File: config.mk
export PLATFORM = sky130hd
export DESIGN_NAME = ppd_ctrl
export DESIGN_NICKNAME = d
export VERILOG_FILES = /design/src/rtl/ppd_pkg.sv /design/src/rtl/ppd_regs.sv /design/src/rtl/ppd_mem_slot.sv /design/src/rtl/ppd_access.sv /design/src/rtl/ppd_ctrl.sv
export SDC_FILE = /design/constraint.sdc
export NUM_CORES = 1
export LEC_CHECK = 0
export ABC_AREA = 1
export BUFFER_PORTS_ARGS = -buffer_cell sky130_fd_sc_hd__buf_2
export CORE_UTILIZATION = 45
export CTS_CLUSTER_SIZE = 30
export DETAILED_ROUTE_END_ITERATION = 6
export PLACE_DENSITY = 0.77
export SLEW_MARGIN = 20
export SYNTH_ARGS = -nofsm -noshare
export SYNTH_HDL_FRONTEND = slang
export SYNTH_SLANG_ARGS = --single-unit
export TNS_END_PERCENT = 30
File: constraint.sdc
create_clock -name clk -period 1.5 [get_ports clk]
set_input_delay 0.15 -clock clk [delete_from_list [all_inputs] [get_ports clk]]
set_output_delay 0.15 -clock clk [all_outputs]
set_load 0.05 [all_outputs]
File: src/rtl/ppd_pkg.sv
package ppd_pkg;

  typedef enum logic [1:0] {
    MEM_ON  = 2'b00,
    MEM_RET = 2'b01,
    MEM_OFF = 2'b10
  } mem_mode_e;

  typedef enum logic {
    PS_AWAKE = 1'b0,
    PS_DEEP  = 1'b1
  } pwr_state_e;

  localparam logic [1:0] REGION_PWR  = 2'd0;
  localparam logic [1:0] REGION_MCTL = 2'd1;
  localparam logic [1:0] REGION_STAT = 2'd2;

  // status nibble: [3] domain powered, [2] data valid, [1:0] mode
  typedef struct packed {
    logic      dom_on;
    logic      valid;
    mem_mode_e mode;
  } slot_status_t;

endpackage

File: src/rtl/ppd_regs.sv
module ppd_regs
  import ppd_pkg::*;
#(
  parameter int              NPER      = 6,
  parameter logic [NPER-1:0] GATE_MASK = '1,
  parameter logic [NPER-1:0] MEM_MASK  = '0,
  parameter int              AW        = 6,
  parameter int              DW        = 8
) (
  input  logic              clk,
  input  logic              rst_n,
  input  logic              reg_wr,
  input  logic              reg_rd,
  input  logic [AW-1:0]     reg_addr,
  input  logic [DW-1:0]     reg_wdata,
  input  logic [4*NPER-1:0] status_flat,
  output logic [NPER-1:0]   pwr_en,
  output logic [NPER-1:0]   mem_ctl,
  output logic              rd_valid,
  output logic [DW-1:0]     rd_data
);

  localparam int IW = AW - 2;

  logic [1:0]    region;
  logic [IW-1:0] idx;
  logic [DW-1:0] rd_mux;

  assign region = reg_addr[AW-1:AW-2];
  assign idx    = reg_addr[IW-1:0];

  wire unused_wdata = ^reg_wdata[DW-1:1];

  for (genvar p = 0; p < NPER; p++) begin : g_slot
    logic hit_pwr, hit_mctl;
    assign hit_pwr  = reg_wr && (region == REGION_PWR)  && (idx == IW'(p));
    assign hit_mctl = reg_wr && (region == REGION_MCTL) && (idx == IW'(p));

    if (GATE_MASK[p]) begin : g_gate
      logic en_q;
      always_ff @(posedge clk or negedge rst_n) begin
        if (!rst_n)       en_q <= 1'b1;
        else if (hit_pwr) en_q <= reg_wdata[0];
      end
      assign pwr_en[p] = en_q;
    end else begin : g_fixed
      wire unused_hit = hit_pwr;
      assign pwr_en[p] = 1'b1;
    end

    if (MEM_MASK[p]) begin : g_mctl
      logic ctl_q;
      always_ff @(posedge clk or negedge rst_n) begin
        if (!rst_n)        ctl_q <= 1'b0;
        else if (hit_mctl) ctl_q <= reg_wdata[0];
      end
      assign mem_ctl[p] = ctl_q;
    end else begin : g_noctl
      wire unused_hit = hit_mctl;
      assign mem_ctl[p] = 1'b0;
    end
  end

  always_comb begin
    rd_mux = '0;
    for (int p = 0; p < NPER; p++) begin
      if (idx == IW'(p)) begin
        case (region)
          REGION_PWR:  rd_mux[0]   = pwr_en[p];
          REGION_MCTL: rd_mux[0]   = mem_ctl[p];
          REGION_STAT: rd_mux[3:0] = status_flat[4*p +: 4];
          default:     rd_mux      = '0;
        endcase
      end
    end
  end

  always_ff @(posedge clk or negedge rst_n) begin
    if (!rst_n) begin
      rd_valid <= 1'b0;
      rd_data  <= '0;
    end else begin
      rd_valid <= reg_rd;
      rd_data  <= reg_rd ? rd_mux : '0;
    end
  end

endmodule

File: src/rtl/ppd_mem_slot.sv
module ppd_mem_slot
  import ppd_pkg::*;
#(
  parameter bit HAS_MEM  = 1'b1,
  parameter bit RET_CAP  = 1'b0,
  parameter bit DOFF_REQ = 1'b0
) (
  input  logic      clk,
  input  logic      rst_n,
  input  logic      enter,
  input  logic      wake,
  input  logic      ctl,
  input  logic      dom_on,
  input  logic      acc_hit,
  output mem_mode_e mode,
  output logic      valid
);

  if (HAS_MEM) begin : g_mem
    always_ff @(posedge clk or negedge rst_n) begin
      if (!rst_n) begin
        mode  <= MEM_ON;
        valid <= 1'b0;
      end else begin
        if (acc_hit) valid <= 1'b1;
        if (enter) begin
          if (DOFF_REQ && dom_on) begin
            mode <= MEM_ON;
          end else if (RET_CAP && ctl) begin
            mode <= MEM_RET;
          end else begin
            mode  <= MEM_OFF;
            valid <= 1'b0;
          end
        end else if (wake) begin
          mode <= MEM_ON;
        end
      end
    end
  end else begin : g_none
    wire unused_slot = ^{clk, rst_n, enter, wake, ctl, dom_on, acc_hit};
    assign mode  = MEM_ON;
    assign valid = 1'b0;
  end

endmodule

File: src/rtl/ppd_access.sv
module ppd_access #(
  parameter int NPER = 6,
  parameter int IDW  = 3
) (
  input  logic            clk,
  input  logic            rst_n,
  input  logic            acc_req,
  input  logic [IDW-1:0]  acc_id,
  input  logic [NPER-1:0] blocked,
  output logic [NPER-1:0] acc_hit,
  output logic            rsp_valid,
  output logic            rsp_err
);

  logic sel_blocked;

  always_comb begin
    sel_blocked = 1'b1;
    acc_hit     = '0;
    for (int p = 0; p < NPER; p++) begin
      if (acc_id == IDW'(p)) begin
        sel_blocked = blocked[p];
        acc_hit[p]  = acc_req && !blocked[p];
      end
    end
  end

  always_ff @(posedge clk or negedge rst_n) begin
    if (!rst_n) begin
      rsp_valid <= 1'b0;
      rsp_err   <= 1'b0;
    end else begin
      rsp_valid <= acc_req;
      rsp_err   <= acc_req && sel_blocked;
    end
  end

endmodule

File: src/rtl/ppd_ctrl.sv
module ppd_ctrl
  import ppd_pkg::*;
#(
  parameter int              NPER      = 6,
  parameter int              IDW       = $clog2(NPER),
  parameter logic [NPER-1:0] GATE_MASK = 6'b011111,
  parameter logic [NPER-1:0] MEM_MASK  = 6'b000111,
  parameter logic [NPER-1:0] RET_MASK  = 6'b000001,
  parameter logic [NPER-1:0] DOFF_MASK = 6'b000010
) (
  input  logic              clk,
  input  logic              rst_n,
  input  logic              reg_wr,
  input  logic              reg_rd,
  input  logic [5:0]        reg_addr,
  input  logic [7:0]        reg_wdata,
  output logic              reg_rd_valid,
  output logic [7:0]        reg_rd_data,
  input  logic              ds_enter,
  input  logic              ds_wake,
  input  logic              acc_req,
  input  logic [IDW-1:0]    acc_id,
  output logic              acc_rsp_valid,
  output logic              acc_rsp_err,
  output logic [NPER-1:0]   dom_pwr_en,
  output logic [2*NPER-1:0] mem_mode,
  output logic [NPER-1:0]   mem_blocked
);

  pwr_state_e        state_q;
  logic              enter_evt, wake_evt;
  logic [NPER-1:0]   mem_ctl;
  logic [NPER-1:0]   acc_hit;
  logic [NPER-1:0]   mem_valid;
  logic [4*NPER-1:0] status_flat;

  assign enter_evt = ds_enter && (state_q == PS_AWAKE);
  assign wake_evt  = ds_wake  && (state_q == PS_DEEP);

  always_ff @(posedge clk or negedge rst_n) begin
    if (!rst_n)         state_q <= PS_AWAKE;
    else if (enter_evt) state_q <= PS_DEEP;
    else if (wake_evt)  state_q <= PS_AWAKE;
  end

  ppd_regs #(
    .NPER(NPER), .GATE_MASK(GATE_MASK), .MEM_MASK(MEM_MASK), .AW(6), .DW(8)
  ) u_regs (
    .clk(clk), .rst_n(rst_n),
    .reg_wr(reg_wr), .reg_rd(reg_rd), .reg_addr(reg_addr), .reg_wdata(reg_wdata),
    .status_flat(status_flat),
    .pwr_en(dom_pwr_en), .mem_ctl(mem_ctl),
    .rd_valid(reg_rd_valid), .rd_data(reg_rd_data)
  );

  for (genvar p = 0; p < NPER; p++) begin : g_mem
    mem_mode_e    mode_p;
    slot_status_t st;

    ppd_mem_slot #(
      .HAS_MEM(MEM_MASK[p]), .RET_CAP(RET_MASK[p]), .DOFF_REQ(DOFF_MASK[p])
    ) u_slot (
      .clk(clk), .rst_n(rst_n),
      .enter(enter_evt), .wake(wake_evt),
      .ctl(mem_ctl[p]), .dom_on(dom_pwr_en[p]), .acc_hit(acc_hit[p]),
      .mode(mode_p), .valid(mem_valid[p])
    );

    assign mem_mode[2*p +: 2] = mode_p;
    assign mem_blocked[p]     = !MEM_MASK[p] || (mode_p != MEM_ON) || !dom_pwr_en[p];
    assign st                 = '{dom_on: dom_pwr_en[p], valid: mem_valid[p], mode: mode_p};
    assign status_flat[4*p +: 4] = st;
  end

  ppd_access #(.NPER(NPER), .IDW(IDW)) u_access (
    .clk(clk), .rst_n(rst_n),
    .acc_req(acc_req), .acc_id(acc_id), .blocked(mem_blocked),
    .acc_hit(acc_hit), .rsp_valid(acc_rsp_valid), .rsp_err(acc_rsp_err)
  );

endmodule

==> results of run 1 <==
## layout by cell type (no fill, tap or decap)
master	netlist	layout
clkbuf_8	0	1
o21ai_0	6	6
o21ai_1	1	1
o211ai_1	1	1
nand3_1	9	8
dfstp_2	5	5
nor3_1	4	4
nand3_2	0	1
o21ai_2	1	1
inv_4	1	1
dfrtp_1	17	17
a21oi_1	13	13
nand2_1	25	24
o22ai_1	4	4
dlygate4sd3_1	0	3
or2_1	1	1
nand2_4	1	1
conb_1	2	16
buf_2	0	35
a21oi_2	1	1
nand2_2	1	2
nor2_8	1	1
inv_2	5	5
a31oi_1	8	8
nor2_4	4	4
nor2_1	5	5
inv_1	21	21
clkbuf_4	0	3
nor3_2	1	1
nor4b_1	1	1
nand4_1	1	1
## final cells by class
class                           instances  area, um^2  area share, %
Tap cell                               31       38.79          2.585
Sequential cell                        22       556.8          37.11
Multi-Input combinational cell        105       559.3          37.28
Clock buffer                            4       36.28          2.419
Inverter                               27       103.9          6.922
Timing Repair Buffer                   38       205.2          13.68
## registers in the layout (all words and copies together) (netlist names)
register,cells
u_regs.rd_data,4
g_mem.u_slot.valid,3
u_access.rsp_err,1
u_regs.g_slot.g_mctl.ctl_q,3
u_regs.g_slot.g_gate.en_q,5
state_q,1
g_mem.u_slot.mode,3
u_regs.rd_valid,1
u_access.rsp_valid,1
## what timing repair did
| item | CTS | global route |
|---|---|---|
| hold buffers | 3 | 0 |
| endpoints found under the hold margin | 19 | 0 |
| resized for setup | 0 | 0 |
## routing by layer
layer / vias up / track usage [%] / wire length, um
met5: - / 0 / 0
met4: 0 / 11.15 / 73
met3: 7 / 2.765 / 119
met2: 40 / 26.36 / 1186
met1: 485 / 20.39 / 1111
li1: 562 / - / -
## critical path: stages, from the launching register on
cell and delay, ns:
dfstp_2 0.60, nand3_2 0.10, buf_2 0.22
## stage by stage
| stage | hold WS, ns | worst slack [ns] | TNS, ns | total power [mW] | utilization [%] |
|---|---|---|---|---|---|
| after global routing | 0.03084 | 0.05214 | 0 | 1.844 | 53.94 |
| final | 0.02548 | 0.1015 | 0 | 1.757 | 53.94 |
| after detailed placement | 0.1298 | 0.3009 | 0 | 1.429 | 51.55 |
| after floorplan | -0.1456 | -0.01547 | -0.01547 | 1.347 | - |
| after CTS | 0.02292 | 0.09791 | 0 | 1.769 | 53.94 |
| after global placement | 0.1359 | 0.2999 | 0 | 1.424 | 51.55 |
## path summary, 6_finish.rpt
kind | cells after the start | slack [ns] | to
hold / removal | 2 | 0.03 | state_q$_DFFE_PN0P_
hold reg to reg | 1 | 0.52 | g_mem[0].u_slot.mode[1]$_DFFE_PN0P_
max in group asynchronous | 2 | 0.86 | u_regs.g_slot[4].g_gate.en_q$_DFFE_PN1P_
setup / recovery | 2 | 0.10 | mem_blocked[0]
setup reg to reg | 4 | 0.29 | g_mem[0].u_slot.valid$_DFF_PN0_
min in group asynchronous | 2 | 0.30 | u_access.rsp_err$_DFF_PN0_
## logic make-up (layout without fill, tap and decap cells)
logic type / after synthesis / after routing
flops: 22 / 22
simple gates: 54 / 54
compound gates: 35 / 35
other cells: 2 / 16
buf+inv: 49 / 69
## power breakdown
part | switching, mW | internal [mW]
Sequential | 0.0681 | 0.692
Clock | 0.187 | 0.149
Combinational | 0.517 | 0.144
Total | 0.772 | 0.985
==> results, run 1 <==
- Static timing analysis puts the maximum clock frequency at 715.1 MHz.
- The total placed cells including tap cells is 220.
- After the first detailed-routing iteration, the DRC count stood at 37.
- Setup violations remaining at the end of the flow were counted as 0.
- Global routing used 16.49% of the available tracks across all layers.
- The number of non-filler instances in the completed layout is 227.
- IR analysis of the VDD net gives a maximum drop of 0.8735 mV.
- The compound-gate portion of the synthesized area is 15.11%.
- For this run, the detailed router's first-pass iteration total came to 4.
- The final route contains 1094 vias.
- Setup repair after global routing left no endpoint under its margin.
- The cell leakage power is 0.7922 nW.
- The post-synthesis instance total is 162.
- The layout net count is 221.
- The congestion estimate from routability-driven global placement came to 0.8462.
- The kind of critical path is register to primary output.
- The area growth from synthesis to final layout is 13.22%.
- The final period demand of the worst path is 1.398 ns.
- The top-level I/O count is 59.
- The first global-routing pass estimated 4.057 mm of wire.
- The portion of synthesized area spent on multiplexers is 0%.
- The layout has 249 filler cells.
- The classification of the worst-slack hold path is primary input to register.
- In the post-synthesis netlist, the biggest area contributors are dfrtp_1, buf_4, dfstp_2, nand2_1, inv_1.
- Wires add up to 2.490 mm.
- The placed wire-length estimate after detailed placement is 1.944 mm.
- The cell area after synthesis is 1325 um^2.
- The H-tree level count is 1.
- The global-route congestion overflow total is 0.
- After synthesis, the most frequently instantiated cells are nand2_1, buf_4, inv_1.
- In this run the horizontal extent of the chip is 56.27 um.
- In the synthesized netlist the dominant register cell turns out to be dfrtp_1.
- The top fanout value on the critical path is 5.
- Counting along the longest clock path gives a buffer depth of 2.
- The final non-filler cell area is 1500 um^2.
- The buffer count from post-CTS setup fixing is 0.
- The maximum number of pins on one net before global-route repair is 23.
- The tool flagged a number of max-cap violations equal to 0.
- The number of buffers inserted during clock tree synthesis is 3.
- After synthesis, flip-flops and latches occupy 42.02% of the total area.
- The initial antenna violation count came to 0.
- The critical path launch point is u_regs.g_slot[0].g_gate.en_q$_DFFE_PN1P_.
- Data arrives at the worst endpoint at 1.25 ns.
- The via count normalized by instance count is 4.819.
- Of the total synthesized cell area, the portion taken by full adders, half adders and majority gates is 0%.
- The number of antenna diodes is 0.
- The launch point of the worst hold path is ds_wake.
- The count of pins over their slew limit is 0.
- The area share of xor/xnor cells in the synthesized design is 0%.
- Of the post-synthesis cell area, the dominant cell type holds 32.11%.
- The mean area per synthesized cell is 8.179 um^2.
- The detail route stage leaves a number of antenna-violating nets equal to 0.
- In the finished design, the share of the clock period the worst path needs comes to 93.23%.
- TritonCTS built the clock tree.
- The count of clock tree sinks is 22.
- The clock input transition at the sequential cells of the worst setup and hold paths is 0.12 ns.
- The category of the worst setup path capture point is a primary output.
- During placement, the flow inserted port buffers numbering 35.
- For the final database, setup skew stands at 0.0005102 ns.
- The library cell used as clock root buffer is clkbuf_4.
- After synthesis, the largest family of logic cells by area is simple AND/OR/NAND/NOR gates.
- The standard cell core area is 2781 um^2.
- In the routed design, unresolved DRC markers number 0.
- For this design the ratio of total power to cell area is 1171 nW/um^2.
- Counting distinct cell types in the post-synthesis netlist gives 27.
- The critical path data required time is 1.35 ns.
- The worst register-to-register path begins at u_regs.g_slot[0].g_gate.en_q$_DFFE_PN1P_.
- The count of flip-flops with a built-in enable after synthesis is 0.
- The via count of the first global-routing pass was 981.
- Of the total synthesized cell area, the portion taken by AND, OR, NAND and NOR gates is 22.00%.
- Clock latency on the worst-skew pair, taken at its later pin, is 0.32 ns.
- The flip-flop and latch count after synthesis is 22.
- After synthesis, the share of flip-flops with an asynchronous set or reset is 100.0%.
- The starting density of the core is 47.64%.
- STA classifies the critical path startpoint as a register.
- The hold violation total from the final report came to 0.
- The cell area reported after detailed placement is 1434 um^2.
- The run finished with clean final reports.
- The number of placement rows is 19.
- After detailed routing, the average wire length per cell comes to 10.97 um.
- The most common cell in the netlist is nand2_1.
- The overall die height is 56.27 um.
- During synthesis, Yosys emitted a total of 0 warnings.
- The largest total area in the synthesized netlist belongs to dfrtp_1.
- The share of post-route cells with drive strength above 1 is 31.63%.
- The floorplan step defined a die boundary enclosing 3166 um^2.
Power figures use the tool's default switching activity.
==> run 2, diff against run 1 <==
Settings changed: HOLD_SLACK_MARGIN set to 0.06.
==> run 2 against run 1 <==
- sequential power is essentially flat
- cell area grew 1.3%
- count of clock-buffer cells in the layout is the same
- sequential cell count is the same
- utilization grew 0.72 points
- first-iteration DRC count shrank 8.1%
- global-route usage grew 0.25 points
- critical endpoint unchanged
- largest cell class unchanged
- highest routed layer unchanged
==> results, run 2 (synthesis gave the netlist of run 1 again) <==
- The library cell used as clock root buffer is clkbuf_4 (unchanged).
- The data arrival time at the worst-slack endpoint is 1.25 ns (about the same).
- The count of clock tree sinks came to 22 (unchanged).
- The cell area reported after detailed placement was 1434 um^2 (unchanged).
- The top-level I/O count is 59 (unchanged).
- The count of pins over their slew limit came to 0 (unchanged).
- The number of optimization iterations in the first detailed-route pass is 4 (unchanged).
- The largest incremental delay on the critical path was 0.60 ns (about the same).
- The x dimension of the die is 56.27 um (unchanged).
- The clock input transition at the sequential cells of the worst setup and hold paths is 0.12 ns (about the same).
- The average wire per cell in the routed design was 11.10 um (was 10.97 um).
- The final non-filler cell area is 1520 um^2 (was 1500 um^2).
- The initial antenna violation count came to 0 (unchanged).
- The post-detailed-routing wire length is 2.543 mm (was 2.490 mm).
- Ordered cell list for the critical path: nand3_2 -> buf_2 (unchanged).
- The TritonCTS clock tree is done (unchanged).
- The number of flip-flops in the largest register came to 5 (unchanged).
- The total placed cells including tap cells came to 220 (unchanged).
- The final count of negative-setup-slack endpoints was 0 (unchanged).
- The worst voltage drop across the vdd grid is 0.8756 mV (was 0.8735 mV).
- The critical path data required time came to 1.35 ns (about the same).
- The timing-limited maximum frequency is 714.1 MHz (was 715.1 MHz).
- The number of buffers inserted during clock tree synthesis was 3 (unchanged).
- The standard cell core area is 2781 um^2 (unchanged).
- Leading cell types in the layout, fill and taps excluded: buf_2, nand2_1, inv_1 (unchanged).
- The category of the worst setup path capture point is a primary output (unchanged).
- The final weighted congestion in routability-driven placement was 0.8462 (unchanged).
- The hold violation total from the final report came to 0 (unchanged).
- The via count of the first global-routing pass was 991 (was 981).
- The placed wire-length estimate after detailed placement came to 1.944 mm (unchanged).
- The number of antenna diodes was 0 (unchanged).
- The cell leakage power is 0.8006 nW (was 0.7922 nW).
- The starting density of the core was 47.64% (unchanged).
- The share of post-route cells with drive strength above 1 is 31.31% (was 31.63%).
- The H-tree level count is 1 (unchanged).
- The final routed DRC violation total came to 0 (unchanged).
- The power density normalized to cell area is 1159 nW/um^2 (was 1171 nW/um^2).
- The overall die height came to 56.27 um (unchanged).
- The overall global routing resource usage is 16.74% (was 16.49%).
- The top fanout value on the critical path came to 5 (unchanged).
- Setup repair after global routing missed its margin: false (unchanged).
- The count of buffers from port buffering is 35 (unchanged).
- The final setup skew came to 0.0007560 ns (was 0.0005102 ns).
- The area growth from synthesis to final layout is 14.73% (was 13.22%).
- The first-pass GRT wire length is 4.119 mm (was 4.057 mm).
- The number of DRC markers after the initial detailed-route iteration came to 34 (was 37).
- The cell depth of the worst setup path is 2 (unchanged).
- Regs by FF count: u_regs.g_slot.g_gate.en_q: 5 flops, u_regs.rd_data: 4 flops (unchanged).
- The post-detailed-route count of antenna-violating nets is 0 (unchanged).
- The clock latency reported for the late side of the worst-skew pair came to 0.32 ns (about the same).
- The type of origin of the critical path was a register (unchanged).
- The register with the most flip-flops is u_regs.g_slot.g_gate.en_q (unchanged).
- The path depth of the worst reg2reg path was 4 (unchanged).
- The worst-case clock buffer depth is 2 (unchanged).
- The final period demand of the worst path was 1.400 ns (was 1.398 ns).
- The most common library cell in the layout ignoring fill and taps is buf_2 (unchanged).
- The buffer and inverter count on the worst path came to 1 (unchanged).
- The slowest cell on the critical path is dfstp_2 (unchanged).
- The layout net count is 223 (was 221).
- The classification of the worst-slack hold path is primary input to register (unchanged).
- The maximum number of pins on one net before global-route repair is 23 (unchanged).
- Run status: completed (unchanged).
- The final sum of negative setup slack is 0 ns (unchanged).
- The post-route clock period utilization is 93.36% (was 93.23%).
- The hold-critical path depth is 4 (was 2).
- The number of placement rows is 19 (unchanged).
- The die area is 3166 um^2 (unchanged).
- The number of maximum-capacitance violations was 0 (unchanged).
- The number of non-filler instances in the completed layout is 229 (was 227).
- The global-route congestion overflow total was 0 (unchanged).
- The via count normalized by instance count is 4.825 (was 4.819).
- The post-layout utilization of the core came to 54.66% (was 53.94%).
- The placement-stage worst setup slack is 0.3009 ns (unchanged).
- The smallest setup slack after layout is 0.09966 ns (was 0.1015 ns).
- The kind of critical path is register to primary output (unchanged).
- The total vias in the final route is 1105 (was 1094).
- The cell type group with the largest total delay on the critical path is flip-flops (unchanged).
-- run 2: changes by cell type in the layout (fill, tap and decap cells not counted), sizes merged --
cell	previous run	this run
dlygate4sd3	3	5
-- run 2: final timing paths --
path / to / slack [ns] / from
setup / recovery: mem_blocked[0] / 0.1 / u_regs.g_slot[0].g_gate.en_q$_DFFE_PN1P_
min in group asynchronous: u_access.rsp_err$_DFF_PN0_ / 0.30 / rst_n
hold reg to reg: g_mem[0].u_slot.mode[1]$_DFFE_PN0P_ / 0.53 / u_regs.g_slot[0].g_mctl.ctl_q$_DFFE_PN0P_
setup reg to reg: g_mem[0].u_slot.valid$_DFF_PN0_ / 0.28 / u_regs.g_slot[0].g_gate.en_q$_DFFE_PN1P_
hold / removal: u_regs.rd_data[3]$_DFF_PN0_ / 0.15 / reg_addr[1]
max in group asynchronous: u_regs.g_slot[4].g_gate.en_q$_DFFE_PN1P_ / 0.86 / rst_n
-- run 2: worst register-to-register path, cell delays in order, from the launching register on --
cell and delay, ns:
dfstp_2 0.60, nand3_2 0.11, nor3_1 0.22, a21oi_1 0.11, a21oi_1 0.12
-- run 2: routing by layer --
| layer | share of wire (%) | vias up | GRT usage, % |
|---|---|---|---|
| met5 | 0 | - | 0 |
| met4 | 2.9 | 0 | 11.15 |
| met3 | 4.2 | 7 | 2.765 |
| met2 | 48 | 38 | 27.04 |
| met1 | 45 | 494 | 20.54 |
| li1 | - | 566 | - |
-- run 2: power breakdown --
group | internal, mW | leakage [nW] | total, mW | switching, mW
clock network | 0.149 | 0.0210 | 0.335 | 0.187
registers | 0.692 | 0.269 | 0.760 | 0.0680
logic | 0.147 | 0.510 | 0.666 | 0.519
-- run 2: repair_timing --
action / CTS / global route
hold buffers: 5 / 0
buffers inserted: 0 / 0
gates resized for setup: 0 / 0
endpoints found under the hold margin: 21 / 0
-- run 2: stage by stage --
stage | power [mW] | hold slack, ns
finish | 1.762 | 0.1522
global route | 1.849 | 0.1520
CTS | 1.773 | 0.1424
detailed placement | 1.429 | 0.1298
global placement | 1.424 | 0.1359
floorplan | 1.347 | -0.1456
-- run 2: area by class of cell --
cell class                      instances  area [um^2]
Fill cell                             243         1261
Multi-Input combinational cell        105        559.3
Sequential cell                        22        556.8
Timing Repair Buffer                   40        225.2
Inverter                               27        103.9
Tap cell                               31        38.79
Clock buffer                            4        36.28
==> run 3, diff against run 2 <==
Settings changed: ABC_AREA 1 to unset.
==> run 3 against run 2 <==
- the run now ends with negative setup slack left
- highest routed layer unchanged
- die area rose by 0.91%
- critical path depth did not move
- sequential cell count did not move
- setup slack got worse by 0.16 ns
- sequential power fell by 5.1%
==> results, run 3 <==
- The final hold slack is 0.1703 ns (was 0.1522 ns).
- The placed wire-length estimate after detailed placement is 2.021 mm (was 1.944 mm).
- The share of post-route cells with drive strength above 1 is 38.24% (was 31.31%).
- The clock latency reported for the late side of the worst-skew pair is 0.31 ns (was 0.32 ns).
- The overall die height is 56.52 um (was 56.27 um).
- Regs by FF count: u_regs.g_slot.g_gate.en_q: 5 flops, u_regs.rd_data: 4 flops (unchanged).
- The prevailing post-synth register cell is dfrtp_1 (unchanged).
- The clock share of power was 20.3% (was 19.0%).
- The H-tree level count is 1 (unchanged).
- The most common cell in the netlist is buf_4 (was nand2_1).
- The area growth from synthesis to final layout was 16.65% (was 14.73%).
- The post-layout utilization of the core was 56.10% (was 54.66%).
- The hold violation total from the final report was 0 (unchanged).
- The via count of the first global-routing pass is 963 (was 991).
- The cell type group with the largest total delay on the critical path is flip-flops (unchanged).
- The power density normalized to cell area came to 1042 nW/um^2 (was 1159 nW/um^2).
- The final sum of negative setup slack came to -0.06309 ns (was 0 ns).
- Setup repair after global routing missed its margin: true (was false).
- The average wire per cell in the routed design is 13.12 um (was 11.10 um).
- Leading cell types in the layout, fill and taps excluded: buf_2, dfrtp_1, nor2_1, conb_1, mux2_2 (was buf_2, nand2_1, inv_1).
- The library cell used as clock root buffer is clkbuf_4 (unchanged).
- The count of pins over their slew limit is 0 (unchanged).
- The clock input transition at the sequential cells of the worst setup and hold paths was 0.12 ns (about the same).
- The maximum number of pins on one net before global-route repair is 23 (unchanged).
- The final count of negative-setup-slack endpoints is 2 (was 0).
- The net switching power is 649.3 uW (was 773.5 uW).
- The top fanout value on the critical path is 2 (was 5).
- The filler cell count in the final layout is 251 (was 243).
- The first-pass GRT wire length came to 4.381 mm (was 4.119 mm).
- The smallest setup slack after layout came to -0.05827 ns (was 0.09966 ns).
- The overall global routing resource usage is 17.73% (was 16.74%).
- The switching share of power is 39.94% (was 43.90%).
- The number of maximum-capacitance violations was 0 (unchanged).
- The most common library cell in the layout ignoring fill and taps is buf_2 (unchanged).
- The final period demand of the worst path was 1.558 ns (was 1.400 ns).
- Leading post-synthesis cells by instance count: buf_4, dfrtp_1, nor2_1 (was nand2_1, buf_4, inv_1).
- The initial antenna violation count is 0 (unchanged).
- The post-route clock period utilization is 103.9% (was 93.36%).
- The critical path data required time was 1.35 ns (about the same).
- The flip-flop and latch count after synthesis was 22 (unchanged).
- The path depth of the worst reg2reg path is 5 (was 4).
- The internal power of the cells is 976.1 uW (was 988.3 uW).
- The number of antenna diodes came to 0 (unchanged).
- The worst-case clock buffer depth is 2 (unchanged).
- The count of buffers from port buffering is 35 (unchanged).
- The final setup skew is 0.003360 ns (was 0.0007560 ns).
- The count of clock tree sinks is 22 (unchanged).
- The launch point of the worst reg-to-reg path is u_regs.g_slot[0].g_gate.en_q$_DFFE_PN1P_ (unchanged).
- The data arrival time at the worst-slack endpoint is 1.41 ns (was 1.25 ns).
- The standard cell core area is 2781 um^2 (unchanged).
- Leading post-synthesis cells by cell area: dfrtp_1, buf_4, dfstp_2, mux2_2, mux2i_1 (was dfrtp_1, buf_4, dfstp_2, nand2_1, inv_1).
- The number of optimization iterations in the first detailed-route pass is 4 (unchanged).
- The die area is 3195 um^2 (was 3166 um^2).
- The global-route congestion overflow total is 0 (unchanged).
- The checks that failed: negative setup slack.
- The cell depth of the worst setup path is 2 (unchanged).
- The total power of the final layout is 1.625 mW (was 1.762 mW).
- The cell leakage power is 0.7699 nW (was 0.8006 nW).
- The via count normalized by instance count is 5.214 (was 4.825).
- The number of distinct library cell variants in the gate-level netlist after synthesis is 37 (was 27).
- The critical register-to-register path endpoint is g_mem[0].u_slot.valid$_DFF_PN0_ (unchanged).
- The total placed cells including tap cells came to 190 (was 220).
- The layout net count is 195 (was 223).
- The final non-filler cell area is 1560 um^2 (was 1520 um^2).
- The area share of the largest cell type after synthesis is 31.81% (was 32.11%).
- The leading area contributor after synthesis is dfrtp_1 (unchanged).
- The x dimension of the die is 56.52 um (was 56.27 um).
- The post-detailed-route count of antenna-violating nets is 0 (unchanged).
- The slowest cell on the critical path was dfstp_2 (unchanged).
- The part of the Yosys area used for sequential elements is 41.63% (was 42.02%).
- The cell area reported after detailed placement is 1433 um^2 (was 1434 um^2).
- The classification of the worst-slack hold path is primary input to register (unchanged).
- The critical path launch point was u_regs.g_slot[0].g_gate.en_q$_DFFE_PN1P_ (unchanged).
- The worst voltage drop across the vdd grid is 0.6558 mV (was 0.8756 mV).
- The placement-stage worst setup slack is 0.08948 ns (was 0.3009 ns).
- The total vias in the final route was 1048 (was 1105).
- The setup slack of the most critical reg-to-reg path is 0 ns (was 0.28 ns).
- The TritonCTS clock tree is done (unchanged).
- The number of buffers inserted during clock tree synthesis is 3 (unchanged).
- The part of the power in combinational logic came to 35.4% (was 37.8%).
- The final weighted congestion in routability-driven placement is 0.8504 (was 0.8462).
- The post-synthesis instance total is 134 (was 162).
- The post-detailed-routing wire length is 2.637 mm (was 2.543 mm).
- The destination of the critical timing path is mem_blocked[0] (unchanged).
- The mean area per synthesized cell is 9.982 um^2 (was 8.179 um^2).
- The power share of the sequential group came to 44.3% (was 43.2%).
- The largest incremental delay on the critical path is 0.55 ns (was 0.60 ns).
- The share of synthesized registers carrying an async set or reset was 100.0% (unchanged).
- The category of the worst setup path capture point is a primary output (unchanged).
- The register with the most flip-flops is u_regs.g_slot.g_gate.en_q (unchanged).
- The number of flip-flops in the largest register was 5 (unchanged).
- The final routed DRC violation total is 0 (unchanged).
- The number of non-filler instances in the completed layout was 201 (was 229).
- The top-level I/O count is 59 (unchanged).
- Run status: complete, but fails checks (was completed).
- Ordered cell list for the critical path: or3b_4 -> buf_8 (was nand3_2 -> buf_2).
- The kind of critical path is register to primary output (unchanged).
- The number of placement rows was 19 (unchanged).
- The number of DRC markers after the initial detailed-route iteration was 16 (was 34).
- The timing-limited maximum frequency is 641.7 MHz (was 714.1 MHz).
- The cell area after synthesis came to 1338 um^2 (was 1325 um^2).
- The buffer and inverter count on the worst path is 1 (unchanged).
- The starting density of the core is 48.09% (was 47.64%).
- The count of flip-flops with a built-in enable after synthesis came to 0 (unchanged).
- The type of origin of the critical path is a register (unchanged).
- The number of synthesis warnings is 0 (unchanged).
[run 3: cell count changes in the layout (fill, tap and decap cells not counted), moves of 5 or more]
| cell | before | now |
|---|---|---|
| a31oi_1 | 8 | 0 |
| mux2_2 | 0 | 8 |
| mux2i_1 | 0 | 6 |
| nand3_1 | 8 | 3 |
| inv_2 | 5 | 0 |
| inv_1 | 21 | 3 |
| nand2_1 | 24 | 4 |
| nor2_1 | 5 | 16 |
| a21oi_1 | 13 | 7 |
[run 3: how the worst min path moves through the flow]
stage / startpoint / endpoint / slack, ns / cells past startpoint
after floorplan: rst_n / g_mem[0].u_slot.mode[0]$_DFFE_PN0P_ / -0.15 / 0
after global placement: rst_n / u_regs.rd_data[3]$_DFF_PN0_ / 0.13 / 1
after detailed placement: rst_n / u_regs.rd_data[3]$_DFF_PN0_ / 0.14 / 1
after CTS: acc_id[1] / u_access.rsp_err$_DFF_PN0_ / 0.16 / 4
after global routing: reg_wdata[0] / u_regs.g_slot[1].g_mctl.ctl_q$_DFFE_PN0P_ / 0.17 / 2
final: reg_wdata[0] / u_regs.g_slot[1].g_mctl.ctl_q$_DFFE_PN0P_ / 0.17 / 2
[run 3: area by class of cell]
class	instances	area (um^2)	area share [%]
Multi-Input combinational cell	98	659.4	42.26
Sequential cell	22	556.8	35.69
Timing Repair Buffer	43	257.7	16.52
Tap cell	31	38.79	2.486
Clock buffer	4	36.28	2.326
Inverter	3	11.26	0.7217
[run 3: cells by family (layout without fill, tap and decap cells)]
logic type	after synthesis	in the layout	share of synthesized area, %
AND/OR/NAND/NOR	48	48	20.77
buffers and inverters	28	50	14.97
flip-flops	22	22	41.63
AO/OA/AOI/OAI	19	19	9.168
multiplexers	15	15	12.91
other	2	16	0.5615
[run 3: layer usage]
layer	wire, um	global-route usage [%]	up-vias
li1	-	-	504
met1	1097	21.63	504
met2	1393	30.59	35
met3	88	1.843	5
met4	58	9.408	0
met5	0	0	-
[run 3: worst reg2reg max path: stages, from the launching register on]
cell and delay, ns:
dfstp_2 0.55, or3b_4 0.39, buf_4 0.16, nor4_4 0.16, a21oi_1 0.10, nor2_1 0.09
[run 3: power groups by stage]
stage	sequential (mW)	clock, mW	combinational (mW)
detailed placement	0.733	0	0.536
CTS	0.720	0.335	0.575
floorplan	0.779	0	0.417
finish	0.721	0.330	0.575
global placement	0.728	0	0.529
global route	0.729	0.368	0.609
[run 3: timing repair]
action,in CTS,in global routing
endpoints found under the setup margin,2,3
resized for setup,6,0
setup buffers,2,0
hold buffers,5,0
endpoints found under the hold margin,22,0
